==> src/rtl/rtc_pkg.sv <==
// Package: shared offsets, operation indices and slot states for the seconds
// counter with alarm. Operation indices are also status-word bit positions.
package rtc_pkg;

    localparam int unsigned OFS_TIME   = 32'h00;
    localparam int unsigned OFS_ALARM  = 32'h04;
    localparam int unsigned OFS_LOAD   = 32'h08;
    localparam int unsigned OFS_MASK   = 32'h0C;
    localparam int unsigned OFS_INT    = 32'h10;
    localparam int unsigned OFS_STATUS = 32'h14;

    localparam int unsigned NUM_OPS = 4;
    localparam int unsigned OP_LOAD  = 0;
    localparam int unsigned OP_ALARM = 1;
    localparam int unsigned OP_ACK   = 2;
    localparam int unsigned OP_MASK  = 3;

    typedef enum logic [1:0] {
        SLOT_IDLE = 2'd0,
        SLOT_TAIL = 2'd1,
        SLOT_WAIT = 2'd2
    } slot_e;

endpackage

==> src/rtl/rtc_xfer_slot.sv <==
// Module: tracks one kind of deferred write on its way into the seconds domain.
// A request arms the slot. The first seconds tick after that pulses `apply`,
// and the next tick returns the slot to idle. `busy` covers the whole window.
// Assumes req and sec_tick are synchronous one-cycle strobes.
module rtc_xfer_slot
    import rtc_pkg::*;
(
    input  logic clk,
    input  logic rst_n,
    input  logic req,
    input  logic sec_tick,
    output logic apply,
    output logic busy
);

    slot_e state_q;

    // Purpose: step the slot on a request or a seconds tick.
    always_ff @(posedge clk) begin
        if (!rst_n) begin
            state_q <= SLOT_IDLE;
        end else if (req) begin
            state_q <= SLOT_WAIT;
        end else if (sec_tick) begin
            case (state_q)
                SLOT_WAIT: state_q <= SLOT_TAIL;
                default:   state_q <= SLOT_IDLE;
            endcase
        end
    end

    assign apply = sec_tick && (state_q == SLOT_WAIT);
    assign busy  = (state_q != SLOT_IDLE);

endmodule

==> src/rtl/rtc_alarm_flag.sv <==
// Module: sticky alarm flag. It sets on the cycle after the time first exceeds
// the alarm, and clears on an applied acknowledge. If both happen in one
// cycle, the set wins. Assumes time and alarm change only on seconds ticks.
module rtc_alarm_flag #(
    parameter int TW = 32
) (
    input  logic          clk,
    input  logic          rst_n,
    input  logic [TW-1:0] time_q,
    input  logic [TW-1:0] alarm_q,
    input  logic          clr,
    output logic          raw_flag
);

    logic past_now;
    logic past_d;

    assign past_now = (time_q > alarm_q);

    // Purpose: remember the last compare result for edge detection.
    always_ff @(posedge clk) begin
        if (!rst_n) past_d <= 1'b0;
        else        past_d <= past_now;
    end

    // Purpose: latch the alarm event until it is acknowledged.
    always_ff @(posedge clk) begin
        if (!rst_n)                  raw_flag <= 1'b0;
        else if (past_now && !past_d) raw_flag <= 1'b1;
        else if (clr)                raw_flag <= 1'b0;
    end

endmodule

==> src/rtl/rtc_seconds_alarm.sv <==
// Module: top of the seconds counter with alarm. It holds the written values,
// the applied timekeeping state and the read mux. Every write is deferred
// through its own transfer slot. Assumes tick_in is synchronous to clk and one
// cycle wide, and that TW <= DW.
module rtc_seconds_alarm
    import rtc_pkg::*;
#(
    parameter int TW            = 32,
    parameter int DW            = 32,
    parameter int ADDR_W        = 5,
    parameter int TICKS_PER_SEC = 1
) (
    input  logic              clk,
    input  logic              rst_n,
    input  logic              tick_in,
    input  logic              wr_en,
    input  logic [ADDR_W-1:0] addr,
    input  logic [DW-1:0]     wr_data,
    output logic [DW-1:0]     rd_data,
    output logic              irq
);

    logic                sec_tick;
    logic [NUM_OPS-1:0]  op_req;
    logic [NUM_OPS-1:0]  op_apply;
    logic [NUM_OPS-1:0]  op_busy;
    logic [DW-1:0]       load_hold;
    logic [DW-1:0]       alarm_hold;
    logic                mask_hold;
    logic [TW-1:0]       time_q;
    logic [TW-1:0]       alarm_q;
    logic                mask_q;
    logic                raw_flag;
    logic                ack_apply;
    logic                load_apply;

    // Seconds tick: pass the input through, or divide it when asked to.
    generate
        if (TICKS_PER_SEC > 1) begin : g_presc
            localparam int PW = $clog2(TICKS_PER_SEC);
            localparam logic [PW-1:0] LAST = PW'(TICKS_PER_SEC - 1);
            logic [PW-1:0] pcnt_q;
            // Purpose: count timebase pulses up to one second.
            always_ff @(posedge clk) begin
                if (!rst_n)       pcnt_q <= '0;
                else if (tick_in) pcnt_q <= (pcnt_q == LAST) ? '0 : pcnt_q + 1'b1;
            end
            assign sec_tick = tick_in && (pcnt_q == LAST);
        end else begin : g_direct
            assign sec_tick = tick_in;
        end
    endgenerate

    // Write decode into per-operation requests.
    always_comb begin
        op_req           = '0;
        op_req[OP_LOAD]  = wr_en && (addr == ADDR_W'(OFS_LOAD));
        op_req[OP_ALARM] = wr_en && (addr == ADDR_W'(OFS_ALARM));
        op_req[OP_MASK]  = wr_en && (addr == ADDR_W'(OFS_MASK));
        op_req[OP_ACK]   = wr_en && (addr == ADDR_W'(OFS_INT)) && wr_data[0];
    end

    generate
        for (genvar i = 0; i < NUM_OPS; i++) begin : g_slot
            rtc_xfer_slot u_slot (
                .clk      (clk),
                .rst_n    (rst_n),
                .req      (op_req[i]),
                .sec_tick (sec_tick),
                .apply    (op_apply[i]),
                .busy     (op_busy[i])
            );
        end
    endgenerate

    assign ack_apply  = op_apply[OP_ACK];
    assign load_apply = op_apply[OP_LOAD];

    // Purpose: capture written values on the register side.
    always_ff @(posedge clk) begin
        if (!rst_n) begin
            load_hold  <= '0;
            alarm_hold <= '0;
            mask_hold  <= 1'b0;
        end else begin
            if (op_req[OP_LOAD])  load_hold  <= wr_data;
            if (op_req[OP_ALARM]) alarm_hold <= wr_data;
            if (op_req[OP_MASK])  mask_hold  <= wr_data[0];
        end
    end

    // Purpose: advance or load the seconds count on each tick.
    always_ff @(posedge clk) begin
        if (!rst_n)          time_q <= '0;
        else if (load_apply) time_q <= load_hold[TW-1:0];
        else if (sec_tick)   time_q <= time_q + 1'b1;
    end

    // Purpose: move held alarm and mask into the applied state on a tick.
    always_ff @(posedge clk) begin
        if (!rst_n) begin
            alarm_q <= '0;
            mask_q  <= 1'b0;
        end else begin
            if (op_apply[OP_ALARM]) alarm_q <= alarm_hold[TW-1:0];
            if (op_apply[OP_MASK])  mask_q  <= mask_hold;
        end
    end

    rtc_alarm_flag #(.TW(TW)) u_flag (
        .clk      (clk),
        .rst_n    (rst_n),
        .time_q   (time_q),
        .alarm_q  (alarm_q),
        .clr      (ack_apply),
        .raw_flag (raw_flag)
    );

    assign irq = raw_flag && mask_q;

    // Purpose: combinational read mux; unused offsets read zero.
    always_comb begin
        case (addr)
            ADDR_W'(OFS_TIME):   rd_data = DW'(time_q);
            ADDR_W'(OFS_ALARM):  rd_data = alarm_hold;
            ADDR_W'(OFS_LOAD):   rd_data = load_hold;
            ADDR_W'(OFS_MASK):   rd_data = DW'(mask_hold);
            ADDR_W'(OFS_INT):    rd_data = DW'(irq);
            ADDR_W'(OFS_STATUS): rd_data = DW'(op_busy);
            default:             rd_data = '0;
        endcase
    end

endmodule

==> config.mk <==
export PLATFORM = sky130hd
export DESIGN_NAME = rtc_seconds_alarm
export DESIGN_NICKNAME = d
export VERILOG_FILES = /design/src/rtl/rtc_pkg.sv /design/src/rtl/rtc_xfer_slot.sv /design/src/rtl/rtc_alarm_flag.sv /design/src/rtl/rtc_seconds_alarm.sv
export SDC_FILE = /design/constraint.sdc
export NUM_CORES = 1
export LEC_CHECK = 0
export BUFFER_PORTS_ARGS = -buffer_cell sky130_fd_sc_hd__buf_4
export CAP_MARGIN = 20
export CORE_MARGIN = 3
export CORE_UTILIZATION = 50
export DETAILED_ROUTE_END_ITERATION = 6
export HOLD_SLACK_MARGIN = 0.03
export PLACE_DENSITY_LB_ADDON = 0.3
export SETUP_SLACK_MARGIN = 0.15
export SLEW_MARGIN = 20
export SYNTH_ARGS = -nofsm -noshare
export SYNTH_HDL_FRONTEND = slang
export SYNTH_SLANG_ARGS = --single-unit
==> constraint.sdc <==
create_clock -name clk -period 2.9 [get_ports clk]
set_input_delay 0.58 -clock clk [delete_from_list [all_inputs] [get_ports clk]]
set_output_delay 0.58 -clock clk [all_outputs]
set_load 0.05 [all_outputs]
* Yosys cells after proc, flatten, opt, wreduce, memory -nomap -nowiden
Index checks and enable logic that the tools add are counted.
** Word-level totals
- Output and inout port bits :: 33
- Bits in registers :: 140
- Bits of input ports :: 41
- Logic and storage cells :: 72
** Operators by class
- Add/subtract/negate cells :: 1
- Equal/unequal tests :: 9
- Multiplexer cells :: 17
- Magnitude comparators :: 1
- Reductions and logical operators :: 27
- Bitwise logic cells :: 1
** Operator list (number)
- 32-bit case mux with 6 select lines :: 1
- 32-bit 2-to-1 mux :: 2
- 32-bit by 1-bit adder with 32-bit output (second input constant) :: 1
- 32-bit greater-than comparator :: 1
- 2-bit nonzero test :: 10
- 2-bit 2-to-1 mux :: 8
- 1-bit logical AND :: 11
- 5-bit by 4-bit == test with 1-bit output (second input constant) :: 2
- 5-bit == test (second input constant) :: 2
- 2-bit == test (second input constant) :: 4
- 2-bit OR reduction :: 4
- 1-bit 2-to-1 mux :: 6
- 5-bit by 3-bit == test with 1-bit output (second input constant) :: 1
- 5-bit zero test :: 1
- 1-bit zero test :: 1
- 1-bit inverter :: 1

* Depth between registers and ports, before layout
Gate-level depths: netlist of run 1.
- Depth after elaboration :: 4
- Mapped depth :: 8
- Mapped depth without buffers :: 7

* By module
Synthesis of run 1 repeated with hierarchy kept, for this count alone.
** Unflattened totals
- Cells, all modules :: 976
- Area, all modules :: 7493.4 um^2
** Modules (own cells, without submodules)
- rtc_seconds_alarm :: instances 1, cells each 813, area each 6251.0 um^2
- rtc_alarm_flag :: instances 1, cells each 123, area each 872.1 um^2
- rtc_xfer_slot :: instances 4, cells each 10, area each 92.6 um^2

* Worst setup path before layout of run 1
Ideal clock, no wire load.
- Path type :: input to output
- Start point :: in addr[3]
- End point :: out rd_data[0]
- Arrival :: 2.260 ns
- Setup slack :: 0.060 ns
- Buffers on the path :: 0
- Stages on the path :: 2
- Required time :: 2.320 ns
- Cell sequence :: or4b_4 -> o21ai_0
** Between the ends
- Cells in the longest elaborated chain, start to end :: 2
** RTL lines
- start, declared :: line rtc_seconds_alarm.sv:17 : input logic [ADDR_W-1:0] addr,
- 5-bit == test (tied with other cells) :: line rtc_seconds_alarm.sv:123 : case (addr)
- 32-bit case mux with 6 select lines (*) :: line rtc_seconds_alarm.sv:123
- end, declared :: line rtc_seconds_alarm.sv:19 : output logic [DW-1:0] rd_data,
Every way passes the cells marked *; elsewhere a longest branch is shown, timed or not.

* Worst setup path in the final report of run 1
- Start point :: in addr[2]
- End point :: out rd_data[19]
The elaborated chain is that of the path after synthesis.

==> out/qor.yml, run 1 <==
power_density_nw_per_um2: 532.9
max_freq_ghz: 0.3714
grt_util_all_layers: 0.2549
grt_overflow_total: 0
crit_arrival_ns: 2.11
synth_common_cells: "nand2_1 (229), dfxtp_1 (140), a21oi_1 (123), inv_1 (65), clkbuf_1 (45)"
grt_first_pass_wirelength_um: 33340
avgSynthCellArea_um2: 7.737
cts_root_buf: "clkbuf_16"
slew_headroom: 0.5597
avgRoutedWirePerCell_um: 17.22
synth_most_common_cell: "nand2_1"
worstSetupStartpointType: "input pin"
yosysWarnings: 0
drc: 0
netSwitchingFraction: 0.2132
die_area_um2: 16050
hold_viol: 0
grt_pass1_vias: 6549
postSynthCellCount: 941
p_leak_nw: 3.323
drt_pass1_iterations: 6
yosys.area.top_type: "dfxtp_1"
wl_um: 20460
syn2layout_area_growth_pct: 19.14
min_path_type: "input pin to register"
pwr-share-comb: 0.048
switchingPower_mw: 0.9853
io_buffers: 73
synth_cell_types: 65
ir_worst_vdd_mv: 0.4076
antennaDiodeCount: 0
cts_tree: "built"
wl_met1_um: 9007
yosysTopAreaCellShare: 0.3849
drive_above_1_share: 0.1528
antenna_left: 0
hpwl_um: 13580
synth-edff-count: 0
wl_met3_um: 1521
cts_hold_buf: 0
path_clk_slew_ns: 0.06
cts_buffers: 17
synth-seq-cells: 140
crit_type: "input pin to output pin"
initial_utilization: 0.5185
rsz0062_at_grt: "true"
postCtsSetupBuffers: 0
cts.sinks: 140
max-cap-violations: 0
drtIter0Drc: 701
required_ns: 2.32
fin_crit_sh: 0.9285
tightest_slew_ns: 0.6438
fin_crit_ns: 2.693
nets: 1069
num_vias: 7057
die_h_um: 126.7
gp_congestion: 0.8433
syn_area_um2: 7281
async_flop_share: 0
clock_skew_ns: 0.01508
setup_violations: 0
htree_levels: 4
cp_max_fo: 14
grt_max_degree: 47
outcome: "completed"
p_clk_frac: 0.529
tns_ns: 0
cts_max_path_buffers: 2
synth-seq-area-share: 0.3849
ios: 74
clock_latency_ns: 0.43
routed.top_layer: "met4"
seq_power_share: 0.423
wl_met2_um: 9685
drv_slew: 0
worst_setup_path_end_kind: "output pin"
grt_antenna_before_repair: 0
dieWidth_um: 126.7
synth_flop_cell: "dfxtp_1"
std_cell_rows: 43
viasPerCell: 5.940
synth.area.top_cells: "dfxtp_1 (38%), nand2_1 (12%), a21oi_1 (8.5%)"
fin_util: 0.6177
p_int_mw: 3.637
synth_nets: 1015
core_um2: 14040
final cells by class:
type                    instances  area (µm²)
well taps                     180       225.2
fillers                      1236        5368
clock inverters                12       219.0
repair buffers                102       832.0
inverters                      67       252.7
clock buffers                  20       436.7
multi-input cells             667        3906
flip-flops and latches        140        2803
power groups by stage:
stage / sequential (mW) / combinational, mW / clock [mW]
2_1_floorplan: 1.99 / 0.121 / 0
3_3_place_gp: 2.00 / 0.217 / 0
3_5_place_dp: 2.00 / 0.219 / 0
4_1_cts: 1.96 / 0.220 / 2.46
5_1_grt: 1.96 / 0.243 / 2.53
6_report: 1.96 / 0.223 / 2.44
sequential cells by signal, summed over array words and instances (netlist names), 8 cells and up:
| name | count |
|---|---|
| alarm_q | 32 |
| time_q | 32 |
| alarm_hold | 32 |
| g_slot.u_slot.state_q | 8 |
| load_hold | 32 |
kinds of logic (layout without fill, tap and decap cells):
group,after synthesis,in the layout,synth area share
simple gates,375,375,0.2409
xor+xnor,5,5,0.006016
flops,140,140,0.3849
compound gates,243,243,0.2164
mux,11,11,0.01530
buf+inv,134,201,0.07974
fa+ha+maj,33,33,0.05671
routing by layer:
layer  vias to the layer above  track usage
met5                         -            0
met4                         0      0.07319
met3                        22      0.05726
met2                       291       0.4060
met1                      3309       0.3484
li1                       3435            -
cell usage in the layout, fill, tap and decap left out, types with 17 or more instances in the layout:
master / netlist / final
a21oi_1: 123 / 123
dfxtp_1: 140 / 140
ha_1: 33 / 33
clkbuf_16: 0 / 17
inv_1: 65 / 65
a222oi_1: 28 / 28
a211oi_1: 17 / 17
nor2_1: 35 / 34
nand3_1: 22 / 22
buf_4: 4 / 96
o21ai_0: 21 / 20
nand4_1: 24 / 24
nand2_1: 229 / 229
metrics by stage:
step | instance area [µm²] | hold slack, ns | power, mW | std cells | worst slack [ns]
after floorplan | 7281 | 0.4363 | 2.114 | 941 | 0.2798
after global placement | 8015 | 0.4417 | 2.216 | 1156 | 0.2410
after detailed placement | 8015 | 0.4473 | 2.217 | 1156 | 0.2256
after CTS | 8671 | 0.3945 | 4.640 | 1188 | 0.2172
after global routing | 8675 | 0.3996 | 4.733 | 1188 | 0.1320
final | 8675 | 0.4071 | 4.622 | 1188 | 0.2074
timing repair:
action / CTS / global route
resized for setup: 0 / 1
endpoints found under the hold margin: 0 / 0
endpoints found under the setup margin: 0 / 10
critical path, stage by stage:
cell and delay, ns:
buf_4 0.14, or4_1 0.59, nor2_2 0.14, buf_4 0.24, a222oi_1 0.15, inv_1 0.08, buf_4 0.19
final timing paths:
check	from	cells after the start	to	slack, ns
max reg2reg	time_q[0]	6	time_q[24]	0.64
min	wr_data[18]	3	load_hold[18]	0.41
min reg2reg	alarm_q[18]	2	alarm_q[18]	0.45
max	addr[2]	7	rd_data[19]	0.21
No activity file was read; power rests on OpenSTA's default activity.
==> inputs of run 2 (changes only) <==
Settings changed: GPL_TIMING_DRIVEN set to 0.
==> run 2 against run 1 <==
Net effect:
- utilization increased by 0.59 points
- largest power group unchanged
- first-iteration DRC count increased by 79%
- die area unchanged
==> out/qor.yml, run 2 (same netlist as run 1, synthesis figures left out) <==
rsz0062_at_grt: "true"
nets: 1109
crit_start: "addr[2]"
outcome: "completed"
ios: 74
p_int_mw: 3.498
required_ns: 2.32
path_clk_slew_ns: 0.06
core_um2: 14040
dieWidth_um: 126.7
max_freq_ghz: 0.3652
worst-path-buf-inv: 4
drtIter0Drc: 1255
switchingPower_mw: 1.038
cts_root_buf: "clkbuf_16"
grt_first_pass_wirelength_um: 36290
setup_violations: 0
clock_latency_ns: 0.43
seq_power_share: 0.431
pwr-share-comb: 0.053
power_density_nw_per_um2: 517.9
drc: 0
initial_utilization: 0.5185
cts_hold_buf: 0
grt_pass1_vias: 6694
antenna_left: 0
finalPower_mw: 4.536
hpwl_um: 16360
cts_buffers: 17
wl_um: 23150
std_cell_rows: 43
cts_tree: "built"
ir_worst_vdd_mv: 0.4229
endpoint: "rd_data[9]"
syn2layout_area_growth_pct: 20.28
rrSetupSlack_ns: 0.69
fin_crit_ns: 2.738
crit_arrival_ns: 2.16
gp_congestion: 0.9768
p_leak_nw: 3.331
grt_util_all_layers: 0.2869
avgRoutedWirePerCell_um: 18.88
die_area_um2: 16050
cts.sinks: 140
clock_skew_ns: 0.005399
num_vias: 7404
slew_headroom: 0.4849
worstSetupStartpointType: "input pin"
cpPeakStageDelay_ns: 0.57
holdWs_ns: 0.3972
drt_pass1_iterations: 6
worstReg2RegEnd: "time_q[24]"
netSwitchingFraction: 0.2288
drive_above_1_share: 0.1444
tightest_slew_ns: 0.7727
io_buffers: 72
slowest_stage: "or4_4"
cts_max_path_buffers: 2
p_clk_frac: 0.515
antennaDiodeCount: 0
cp_max_fo: 10
crit_type: "input pin to output pin"
htree_levels: 4
max-cap-violations: 0
reg2reg_depth: 7
drv_slew: 0
min_path_type: "input pin to register"
r2r_start: "time_q[1]"
cp.depth: 7
fin_util: 0.6236
final_common_cell: "nand2_1"
grt_overflow_total: 0
grt_max_degree: 17
crit_path_frequent_cell: "buf_4"
fillers: 1296
final_cell_mix: "nand2_1 (229), dfxtp_1 (140), a21oi_1 (123)"
die_h_um: 126.7
crit_chain: "buf_4 -> or4_4 -> nor2_4 -> buf_6 -> a222oi_1 -> inv_1 -> buf_4"
cpLargestDelayFamily: "simple AND/OR/NAND/NOR gates"
final_area_um2: 8757
grt_antenna_before_repair: 0
hold_viol: 0
fin_crit_sh: 0.9441
placed_area_um2: 8046
worst_setup_path_end_kind: "output pin"
viasPerCell: 6.039
-- run 2: how the worst min path moves through the flow --
stage / slack, ns / from / depth (start not counted) / endpoint
floorplan: 0.44 / alarm_q[10] / 2 / alarm_q[10]
global placement: 0.44 / alarm_q[25] / 2 / alarm_q[25]
detailed placement: 0.45 / alarm_q[5] / 2 / alarm_q[5]
CTS: 0.40 / wr_data[15] / 3 / load_hold[15]
global route: 0.40 / wr_data[8] / 3 / alarm_hold[8]
finish: 0.40 / wr_data[5] / 3 / load_hold[5]
-- run 2: final cells by class --
class	count	area, µm²	share of cell area
repair buffers	75	566.8	0.06472
plain buffers	67	375.4	0.04286
inverters	67	251.5	0.02872
multi-input cells	667	3914	0.4469
clock buffers	19	452.9	0.05172
flip-flops and latches	140	2803	0.3200
clock inverters	11	168.9	0.01929
well taps	180	225.2	0.02572
-- run 2: stage by stage --
step	setup TNS, ns	setup slack (ns)	cells
2_1_floorplan	0	0.2798	941
3_3_place_gp	-5.533	-0.2835	1193
3_5_place_dp	-6.199	-0.3106	1193
4_1_cts	0	0.1252	1225
5_1_grt	0	0.1202	1226
6_report	0	0.1621	1226
-- run 2: per-layer routing --
layer,share of wire,vias to the layer above,track usage
met5,0,-,0
met4,0.032,0,0.1155
met3,0.10,62,0.05263
met2,0.45,416,0.4514
met1,0.42,3418,0.3902
li1,-,3508,-
-- run 2: timing repair --
action	CTS	global route
pin swaps	0	1
gates resized for setup	16	8
endpoints found under the setup margin	31	31
buffers inserted	2	1
-- run 2: power groups by stage --
stage	Clock, mW	Combinational (mW)	Sequential (mW)
global route	2.42	0.259	1.96
detailed placement	0	0.230	2.00
finish	2.34	0.242	1.96
floorplan	0	0.121	1.99
global placement	0	0.228	2.00
CTS	2.33	0.235	1.96
-- run 2: worst reg2reg max path, cell delays in order (launching register included) --
cell and delay [ns]:
dfxtp_1 0.45, ha_1 0.25, and4_1 0.21, buf_4 0.15, nand3_1 0.25, or4_1 0.51
o211ai_1 0.20, a211oi_1 0.07
==> inputs of run 3 (changes only) <==
Settings changed: SLEW_MARGIN 20 to not set, SYNTH_HIERARCHICAL set to 1.
Clock period 2.9 ns to 2.65 ns, I/O delays scaled along.
==> run 3 against run 2 <==
Net effect:
- utilization is 0.54 points lower
- largest power group unchanged
- clock-buffer cell count increased by 2
- final cell count up 3.2%
- critical path type unchanged
- sequential power increased by 9.7%
- hold slack got worse by 0.047 ns
==> out/qor.yml, run 3 <==
outcome: "completed"
crit_type: "input pin to output pin"
synth_most_common_cell: "nand2_1"
synth.area.top_cells: "dfxtp_1 (37%), mux2i_1 (9.2%), a21oi_1 (8.8%)"
gp_congestion: 0.9296
dieWidth_um: 128.4
drive_above_1_share: 0.1610
drtIter0Drc: 627
fin_crit_sh: 0.9400
drv_slew: 0
clock_skew_ns: 0.009698
grt_first_pass_wirelength_um: 36060
drc: 0
synth_top_family_by_area: "simple AND/OR/NAND/NOR gates"
avgSynthCellArea_um2: 7.678
num_vias: 7307
postCtsSetupBuffers: 0
yosysWarnings: 6
max-cap-violations: 0
setup_violations: 0
synth_cell_types: 54
grt_util_all_layers: 0.2802
seqCellArea_um2: 2803
postSynthCellCount: 976
grt_overflow_total: 0
yosys.area.top_type: "dfxtp_1"
syn2layout_area_growth_pct: 20.35
clock_latency_ns: 0.43
syn_area_um2: 7493
viasPerCell: 5.776
ir_worst_vdd_mv: 0.4546
grt_max_degree: 17
ios: 74
multi_input_area_um2: 4323
crit_chain: "clkbuf_2 -> clkbuf_1 -> nor2_1 -> a21oi_1 -> o21ai_2 -> buf_4"
synth_nets: 1050
max_freq_ghz: 0.4014
antenna_left: 0
synth_compound_area_frac: 0.1526
die_h_um: 128.4
io_buffers: 71
htree_levels: 4
avgRoutedWirePerCell_um: 18.10
die_area_um2: 16490
p_leak_nw: 3.329
yosys.area_share.simple: 0.2460
rsz0062_at_grt: "true"
placed_area_um2: 8351
cpPeakStageDelay_ns: 0.56
synth-adder-area-share: 0.05510
fin_crit_ns: 2.491
cpLargestDelayFamily: "buffers and inverters"
cts_max_path_buffers: 2
cts.sinks: 140
grt_pass1_vias: 6719
synth-seq-area-share: 0.3740
drt_pass1_iterations: 7
antennaDiodeCount: 0
slowest_stage: "clkbuf_1"
fin_util: 0.6182
power_density_nw_per_um2: 558.7
nets: 1142
worst-path-buf-inv: 3
fillers: 1311
cts_tree: "built"
worstSetupStartpointType: "input pin"
worst_setup_path_end_kind: "output pin"
crit_arrival_ns: 1.96
std_cell_rows: 44
cp_max_fo: 10
synth_common_cells: "nand2_1 (163), dfxtp_1 (140), a21oi_1 (132), nor2_1 (113), mux2i_1 (69)"
cts_root_buf: "clkbuf_16"
synth-seq-cells: 140
tightest_slew_ns: 0.8964
core_um2: 14590
hold_viol: 0
final_area_um2: 9019
path_clk_slew_ns: 0.06
hpwl_um: 16340
cts_buffers: 17
final_cell_mix: "nand2_1 (163), dfxtp_1 (140), a21oi_1 (132)"
required_ns: 2.12
async_flop_share: 0
slew_headroom: 0.4024
synth-edff-count: 0
final_common_cell: "nand2_1"
synth_flop_cell: "dfxtp_1"
wl_um: 22900
grt_antenna_before_repair: 0
synth-xor-area-share: 0.01636
yosysTopAreaCellShare: 0.3740
holdWs_ns: 0.3505
synth_mux_area_frac: 0.09517
initial_utilization: 0.5136
min_path_type: "input pin to register"
[run 3: area by class of cell]
| class | count | share of cell area |
|---|---|---|
| well taps | 184 | 0.02553 |
| flip-flops and latches | 140 | 0.3108 |
| plain buffers | 65 | 0.03288 |
| clock buffers | 21 | 0.05216 |
| repair buffers | 73 | 0.06021 |
| multi-input cells | 721 | 0.4793 |
| clock inverters | 11 | 0.01831 |
| inverters | 50 | 0.02081 |
[run 3: worst paths after layout]
| path | start | end | slack [ns] | cells after the start |
|---|---|---|---|---|
| max | addr[3] | rd_data[1] | 0.16 | 6 |
| max reg2reg | time_q[14] | time_q[26] | 0.23 | 5 |
| min | wr_data[12] | alarm_hold[12] | 0.35 | 3 |
| min reg2reg | u_flag/past_d | u_flag/raw_flag | 0.44 | 1 |
[run 3: through the flow]
stage	std cells	power [mW]	worst slack, ns	TNS, ns
finish	1265	5.039	0.1590	0
detailed placement	1232	2.483	-0.2126	-5.459
global route	1265	5.150	0.09690	0
floorplan	976	2.344	0.1999	0
global placement	1231	2.479	-0.2353	-4.713
CTS	1264	5.023	0.1444	0
[run 3: cells by family (layout without fill, tap and decap cells)]
logic type | Yosys count | in the layout
simple gates | 401 | 401
buf+inv | 115 | 220
flops | 140 | 140
xor+xnor | 14 | 14
fa+ha+maj | 33 | 33
compound gates | 203 | 203
mux | 70 | 70
[run 3: worst register-to-register path, cell delays in order (launching register included)]
cell      delay (ns)
dfxtp_1         0.48
nand4_1         0.26
nor4_1          0.65
clkbuf_1        0.41
a21oi_1         0.13
or3_1           0.36
[run 3: where the power goes]
| group | leakage [nW] | switching [mW] | internal [mW] |
|---|---|---|---|
| Sequential | 1.13 | 0.0223 | 2.12 |
| Clock | 0.313 | 0.942 | 1.65 |
| Combinational | 1.89 | 0.197 | 0.107 |
| Total | 3.33 | 1.16 | 3.88 |
[run 3: what timing repair did]
action	CTS	global route
setup endpoints to repair	32	30
hold buffers	0	0
gates resized for setup	11	12
pin swaps	0	0
[run 3: per-layer routing]
metal / track usage / wire [µm] / up-vias
li1: - / - / 3544
met1: 0.3893 / 10150 / 3414
met2: 0.4333 / 10250 / 308
met3: 0.05562 / 1924 / 41
met4: 0.1017 / 576 / 0
met5: 0 / 0 / -
